===== src/rtl/vshift_pkg.sv =====
package vshift_pkg;

    localparam logic [7:0] OPC_SHL = 8'h47;
    localparam logic [7:0] OPC_SAR = 8'h46;

    typedef enum logic [1:0] {
        OPK_SHL32 = 2'd0,
        OPK_SHL64 = 2'd1,
        OPK_SAR32 = 2'd2,
        OPK_BAD   = 2'd3
    } op_kind_t;

    typedef enum logic [1:0] {
        ST_IDLE  = 2'd0,
        ST_DONE  = 2'd1,
        ST_FAULT = 2'd2
    } out_state_t;

endpackage


===== src/rtl/vshift_decode.sv =====
module vshift_decode
    import vshift_pkg::*;
(
    input  logic [7:0] opcode,
    input  logic       wide_elem,
    output op_kind_t   kind
);

    always_comb begin
        unique case (opcode)
            OPC_SHL: kind = wide_elem ? OPK_SHL64 : OPK_SHL32;
            OPC_SAR: kind = wide_elem ? OPK_BAD   : OPK_SAR32;
            default: kind = OPK_BAD;
        endcase
    end

endmodule


===== src/rtl/vshift_lane.sv =====
module vshift_lane #(
    parameter int LANE_W = 32
) (
    input  logic [LANE_W-1:0] data,
    input  logic [LANE_W-1:0] cnt,
    input  logic              arith,
    output logic [LANE_W-1:0] res
);

    localparam int SH_W = $clog2(LANE_W);

    logic [SH_W-1:0] sh;
    logic            over;
    logic            fill;

    // Every count bit above the shift field takes part in the range test.
    assign sh   = cnt[SH_W-1:0];
    assign over = |cnt[LANE_W-1:SH_W];
    assign fill = arith & data[LANE_W-1];

    always_comb begin
        if (over) begin
            res = {LANE_W{fill}};
        end else if (arith) begin
            res = LANE_W'($signed(data) >>> sh);
        end else begin
            res = data << sh;
        end
    end

endmodule


===== src/rtl/vshift_datapath.sv =====
module vshift_datapath
    import vshift_pkg::*;
#(
    parameter int VLEN = 256
) (
    input  logic [VLEN-1:0] src_a,
    input  logic [VLEN-1:0] src_cnt,
    input  op_kind_t        kind,
    input  logic            vlen_full,
    output logic [VLEN-1:0] res
);

    localparam int N32  = VLEN / 32;
    localparam int N64  = VLEN / 64;
    localparam int HALF = VLEN / 2;

    logic [VLEN-1:0] r32;
    logic [VLEN-1:0] r64;
    logic [VLEN-1:0] sel;
    logic            is_sar;

    assign is_sar = (kind == OPK_SAR32);

    generate
        for (genvar g = 0; g < N32; g++) begin : g_l32
            vshift_lane #(.LANE_W(32)) u_lane (
                .data  (src_a[g*32 +: 32]),
                .cnt   (src_cnt[g*32 +: 32]),
                .arith (is_sar),
                .res   (r32[g*32 +: 32])
            );
        end
        for (genvar g = 0; g < N64; g++) begin : g_l64
            vshift_lane #(.LANE_W(64)) u_lane (
                .data  (src_a[g*64 +: 64]),
                .cnt   (src_cnt[g*64 +: 64]),
                .arith (1'b0),
                .res   (r64[g*64 +: 64])
            );
        end
    endgenerate

    always_comb begin
        unique case (kind)
            OPK_SHL32, OPK_SAR32: sel = r32;
            OPK_SHL64:            sel = r64;
            default:              sel = '0;
        endcase
        res = sel;
        if (!vlen_full) begin
            res[VLEN-1:HALF] = '0;
        end
    end

endmodule


===== src/rtl/vshift_unit.sv =====
module vshift_unit
    import vshift_pkg::*;
#(
    parameter int VLEN    = 256,
    parameter bit REG_OUT = 1'b1
) (
    input  logic            clk,
    input  logic            rst_n,
    input  logic            valid_in,
    input  logic [7:0]      opcode,
    input  logic            wide_elem,
    input  logic            vlen_full,
    input  logic [VLEN-1:0] src_a,
    input  logic [VLEN-1:0] src_cnt,
    output logic            valid_out,
    output logic            illegal_out,
    output logic [VLEN-1:0] result
);

    op_kind_t        kind;
    logic [VLEN-1:0] dp_res;
    logic            bad;

    vshift_decode u_dec (
        .opcode    (opcode),
        .wide_elem (wide_elem),
        .kind      (kind)
    );

    vshift_datapath #(.VLEN(VLEN)) u_dp (
        .src_a     (src_a),
        .src_cnt   (src_cnt),
        .kind      (kind),
        .vlen_full (vlen_full),
        .res       (dp_res)
    );

    assign bad = (kind == OPK_BAD);

    generate
        if (REG_OUT) begin : g_reg
            out_state_t      state_q;
            out_state_t      state_d;
            logic [VLEN-1:0] res_q;

            always_comb begin
                if (!valid_in) begin
                    state_d = ST_IDLE;
                end else if (bad) begin
                    state_d = ST_FAULT;
                end else begin
                    state_d = ST_DONE;
                end
            end

            always_ff @(posedge clk) begin
                if (!rst_n) begin
                    state_q <= ST_IDLE;
                    res_q   <= '0;
                end else begin
                    state_q <= state_d;
                    if (valid_in) begin
                        res_q <= dp_res;
                    end
                end
            end

            always_comb begin
                unique case (state_q)
                    ST_DONE: begin
                        valid_out   = 1'b1;
                        illegal_out = 1'b0;
                    end
                    ST_FAULT: begin
                        valid_out   = 1'b0;
                        illegal_out = 1'b1;
                    end
                    default: begin
                        valid_out   = 1'b0;
                        illegal_out = 1'b0;
                    end
                endcase
                result = res_q;
            end
        end else begin : g_comb
            always_comb begin
                valid_out   = valid_in & ~bad;
                illegal_out = valid_in & bad;
                result      = dp_res;
            end
        end
    endgenerate

endmodule


===== config.mk =====
export PLATFORM = sky130hd
export DESIGN_NAME = vshift_unit
export DESIGN_NICKNAME = d
export VERILOG_FILES = /design/src/rtl/vshift_pkg.sv /design/src/rtl/vshift_decode.sv /design/src/rtl/vshift_lane.sv /design/src/rtl/vshift_datapath.sv /design/src/rtl/vshift_unit.sv
export SDC_FILE = /design/constraint.sdc
export NUM_CORES = 2
export LEC_CHECK = 0
export BUFFER_PORTS_ARGS = -buffer_cell sky130_fd_sc_hd__buf_2
export CAP_MARGIN = 20
export CORE_MARGIN = 2
export CORE_UTILIZATION = 28
export CTS_CLUSTER_SIZE = 28
export DETAILED_ROUTE_END_ITERATION = 10
export HOLD_SLACK_MARGIN = 0.15
export PLACE_DENSITY_LB_ADDON = 0.12
export SLEW_MARGIN = 20
export SYNTH_ARGS = -nofsm -noshare
export SYNTH_HDL_FRONTEND = slang
export SYNTH_SLANG_ARGS = --single-unit

===== constraint.sdc =====
create_clock -name clk -period 3.1 [get_ports clk]
set_clock_uncertainty 0.05 [all_clocks]
set_input_delay 0.31 -clock clk [delete_from_list [all_inputs] [get_ports clk]]
set_output_delay 0.31 -clock clk [all_outputs]
set_load 0.005 [all_outputs]

==> results.toml <==
[run_status]
status = "finished clean"

[die]
io_pins = 783
die_h_um = 419
fp-row-count = 152
fp.dieW_um = 419
core_area_um2 = 172000
start_util = 0.282
die-area_um2 = 176000

[worst_setup_path]
crit_type = "primary input to flip-flop"
cp-endpoint = "result[246]$_SDFFE_PN0P_"
crit_fanout = 28
endpoint_kind = "flip-flop"
cp-start-kind = "primary input"
r2r_end = "result[183]$_SDFFE_PN0P_"
reg2reg_from = "result[183]$_SDFFE_PN0P_"
cp.arrival_ps = 3270
rrSetupSlack_ps = 1480
startpoint = "src_cnt[193]"
required_ps = 3460
r2r.worst_path.cells = 5

[sta]
max_freq_mhz = 344
post-route-min-period_ps = 2910
final_max_slew_viol_count = 0
rsz0062_at_grt = "no"
period_share = 0.938
timing.hold.ws_ps = 191
relSlewSlack = 0.239
worst_pin_slew_ps = 1140
finalHoldViolations = 0
setup_viol = 0
worst_slack_ps = 191
finalSetupTns_ps = 0

[min_path]
hold_class = "primary input to flip-flop"
holdCritStartpoint = "rst_n"

[logic_synthesis]
yosys_register_bits = 258
netlist_area_um2 = 48300
synth_edf_count = 0
netlist_instances = 5863
yosysSeqAreaShare = 0.107
async_reset_ff_frac = 0
yosys_most_used_dff = "dfxtp_1"
syn_avg_cell_area_um2 = 8.24
synth_cell_type_count = 92
syn-num-nets = 6388
yosysWarnings = 0

[placed_design]
place_congestion = 1.02
place_hpwl_mm = 238
portBuffers = 782
pre_cts_slack_ps = -205

[drt]
drt-pass1-iter-count = 8
drtIter0Drc = 8524
postRouteAntennaNets = 0
wl_mm = 296
drt_drc_violations_left = 0
num_vias = 58175
via_per_inst = 6.31
post_drt_wl_per_cell_um = 32.1

[global_route]
track_usage = 0.320
antenna_found_initial = 40
grt_pass1_wl_mm = 414
grt_max_degree = 82
grt_pass1_vias = 53662
overflow = 0

[final_layout]
syn_to_final_growth_pct = 26.1
nets = 7385
mostFrequentLayoutCell = "buf_4"
drive_above_1_share = 0.380
mostFrequentLayoutCells = "buf_4 (841), nand2_1 (785), buf_2 (767)"

[power_and_ir_drop]
leakage_nw = 24.7
p_per_area_nw_per_um2 = 275
finalPower_w = 0.0168
combPwrFrac = 0.543
power_frac_clock = 0.259
p_seq_frac = 0.198
sw_frac_of_total = 0.434
p_switching_w = 0.00727
internal_power_w = 0.00948
max-vdd-ir-drop_mv = 0.272

[cts]
htree_levels = 2
clock_latency_ps = 560
cts-root-buf = "clkbuf_16"
cts_buffer_depth = 3
numClockSinks = 258
path_clk_slew_ps = 60
cts_tree = "done"
numCtsBuffers = 35

[job]
drv_cap = 0
[synthesized netlist by cell type, types with 22 or more instances]
cell | instances | share of area
nand2_1 | 785 | 0.061
mux4_2 | 584 | 0.27
mux2i_1 | 526 | 0.11
nor2_1 | 519 | 0.040
clkbuf_1 | 459 | 0.036
o21ai_0 | 413 | 0.043
a21oi_1 | 384 | 0.040
dfxtp_1 | 258 | 0.11
mux2_2 | 232 | 0.054
nand3_1 | 130 | 0.013
buf_2 | 122 | 0.013
nor3_1 | 118 | 0.012
buf_1 | 100 | 0.0078
a211oi_1 | 89 | 0.014
a22oi_1 | 80 | 0.012
nor4_1 | 80 | 0.010
o22ai_1 | 71 | 0.0092
o211ai_1 | 66 | 0.010
a221o_1 | 41 | 0.0085
a31oi_1 | 41 | 0.0053
and2_1 | 41 | 0.0053
a221oi_1 | 37 | 0.0067
inv_1 | 35 | 0.0027
a22o_1 | 34 | 0.0062
a2111oi_0 | 33 | 0.0060
o221ai_1 | 31 | 0.0056
nand2b_1 | 30 | 0.0039
nand4_1 | 30 | 0.0039
and3_1 | 29 | 0.0038
a211o_1 | 28 | 0.0051
a32oi_1 | 28 | 0.0051
buf_4 | 27 | 0.0042
nor2b_1 | 25 | 0.0032
o311ai_0 | 25 | 0.0045
o21a_1 | 23 | 0.0036
o2111ai_1 | 22 | 0.0040
[routing by layer]
metal,wire length [um],GRT usage,vias to the layer above
met1,129000,0.472,29393
met4,11600,0.110,18
met5,106,0,-
met2,128000,0.471,3461
li1,-,-,24844
met3,26800,0.0485,459
[logic make-up (layout without fill, tap and decap cells)]
logic type / count (synthesis) / after routing / synth area share
other cells: 0 / 21 / 0
flops: 258 / 258 / 0.107
mux: 1342 / 1342 / 0.435
compound gates: 1629 / 1629 / 0.222
simple gates: 1872 / 1872 / 0.172
buf+inv: 762 / 1783 / 0.0646
[area by class of cell]
cell class                 instances  area, um2
timing repair buffer            1669      11300
sequential                       258       5160
fill                           18243     111000
clock buffer                      48       1040
inverter                          53        200
multi-input combinational       4843      40100
tap                             2310       2890
antenna                           21       52.6
clock inverter                    13        131
[state kept, by name, indices dropped and copies added, names as in the netlist]
signal	flops
result	256
g_reg.state_q	2
[worst min-delay path by stage]
stage / endpoint / cells past startpoint
final: g_reg.state_q[1]$_SDFF_PN0_ / 3
after global routing: g_reg.state_q[1]$_SDFF_PN0_ / 3
after CTS: g_reg.state_q[1]$_SDFF_PN0_ / 3
after detailed placement: result[64]$_SDFFE_PN0P_ / 2
after global placement: result[64]$_SDFFE_PN0P_ / 2
after floorplan: result[148]$_SDFFE_PN0P_ / 2
[worst max-delay path, stage by stage]
cell       delay, ps
buf_4            390
mux4_2           580
mux2i_1          420
mux2i_1          170
a21oi_1          560
o21ai_0          130
a2111oi_0        520
o21ai_0          150
[power groups by stage]
stage                     clock, W  sequential, W  combinational, W
final                      0.00434        0.00332           0.00909
after detailed placement         0        0.00339           0.00874
after global routing       0.00450        0.00331           0.00946
after CTS                  0.00440        0.00332           0.00880
after floorplan                  0        0.00339           0.00499
after global placement           0        0.00339           0.00881
[what timing repair did]
| action | CTS | global route |
|---|---|---|
| hold endpoints to repair | 1 | 0 |
| endpoints found under the setup margin | 0 | 0 |
| hold buffers | 1 | 0 |
| setup buffers | 0 | 0 |
| gates resized for setup | 0 | 0 |
[metrics by stage]
stage | std cells | utilization | cell area [um2]
after floorplan | 5863 | - | 48300
after global placement | 9132 | 0.348 | 59700
after detailed placement | 9132 | 0.348 | 59700
after CTS | 9194 | 0.355 | 60900
after global routing | 9206 | 0.355 | 60900
final | 9215 | 0.355 | 60900
Note: power is estimated with default switching activity, not from simulation.
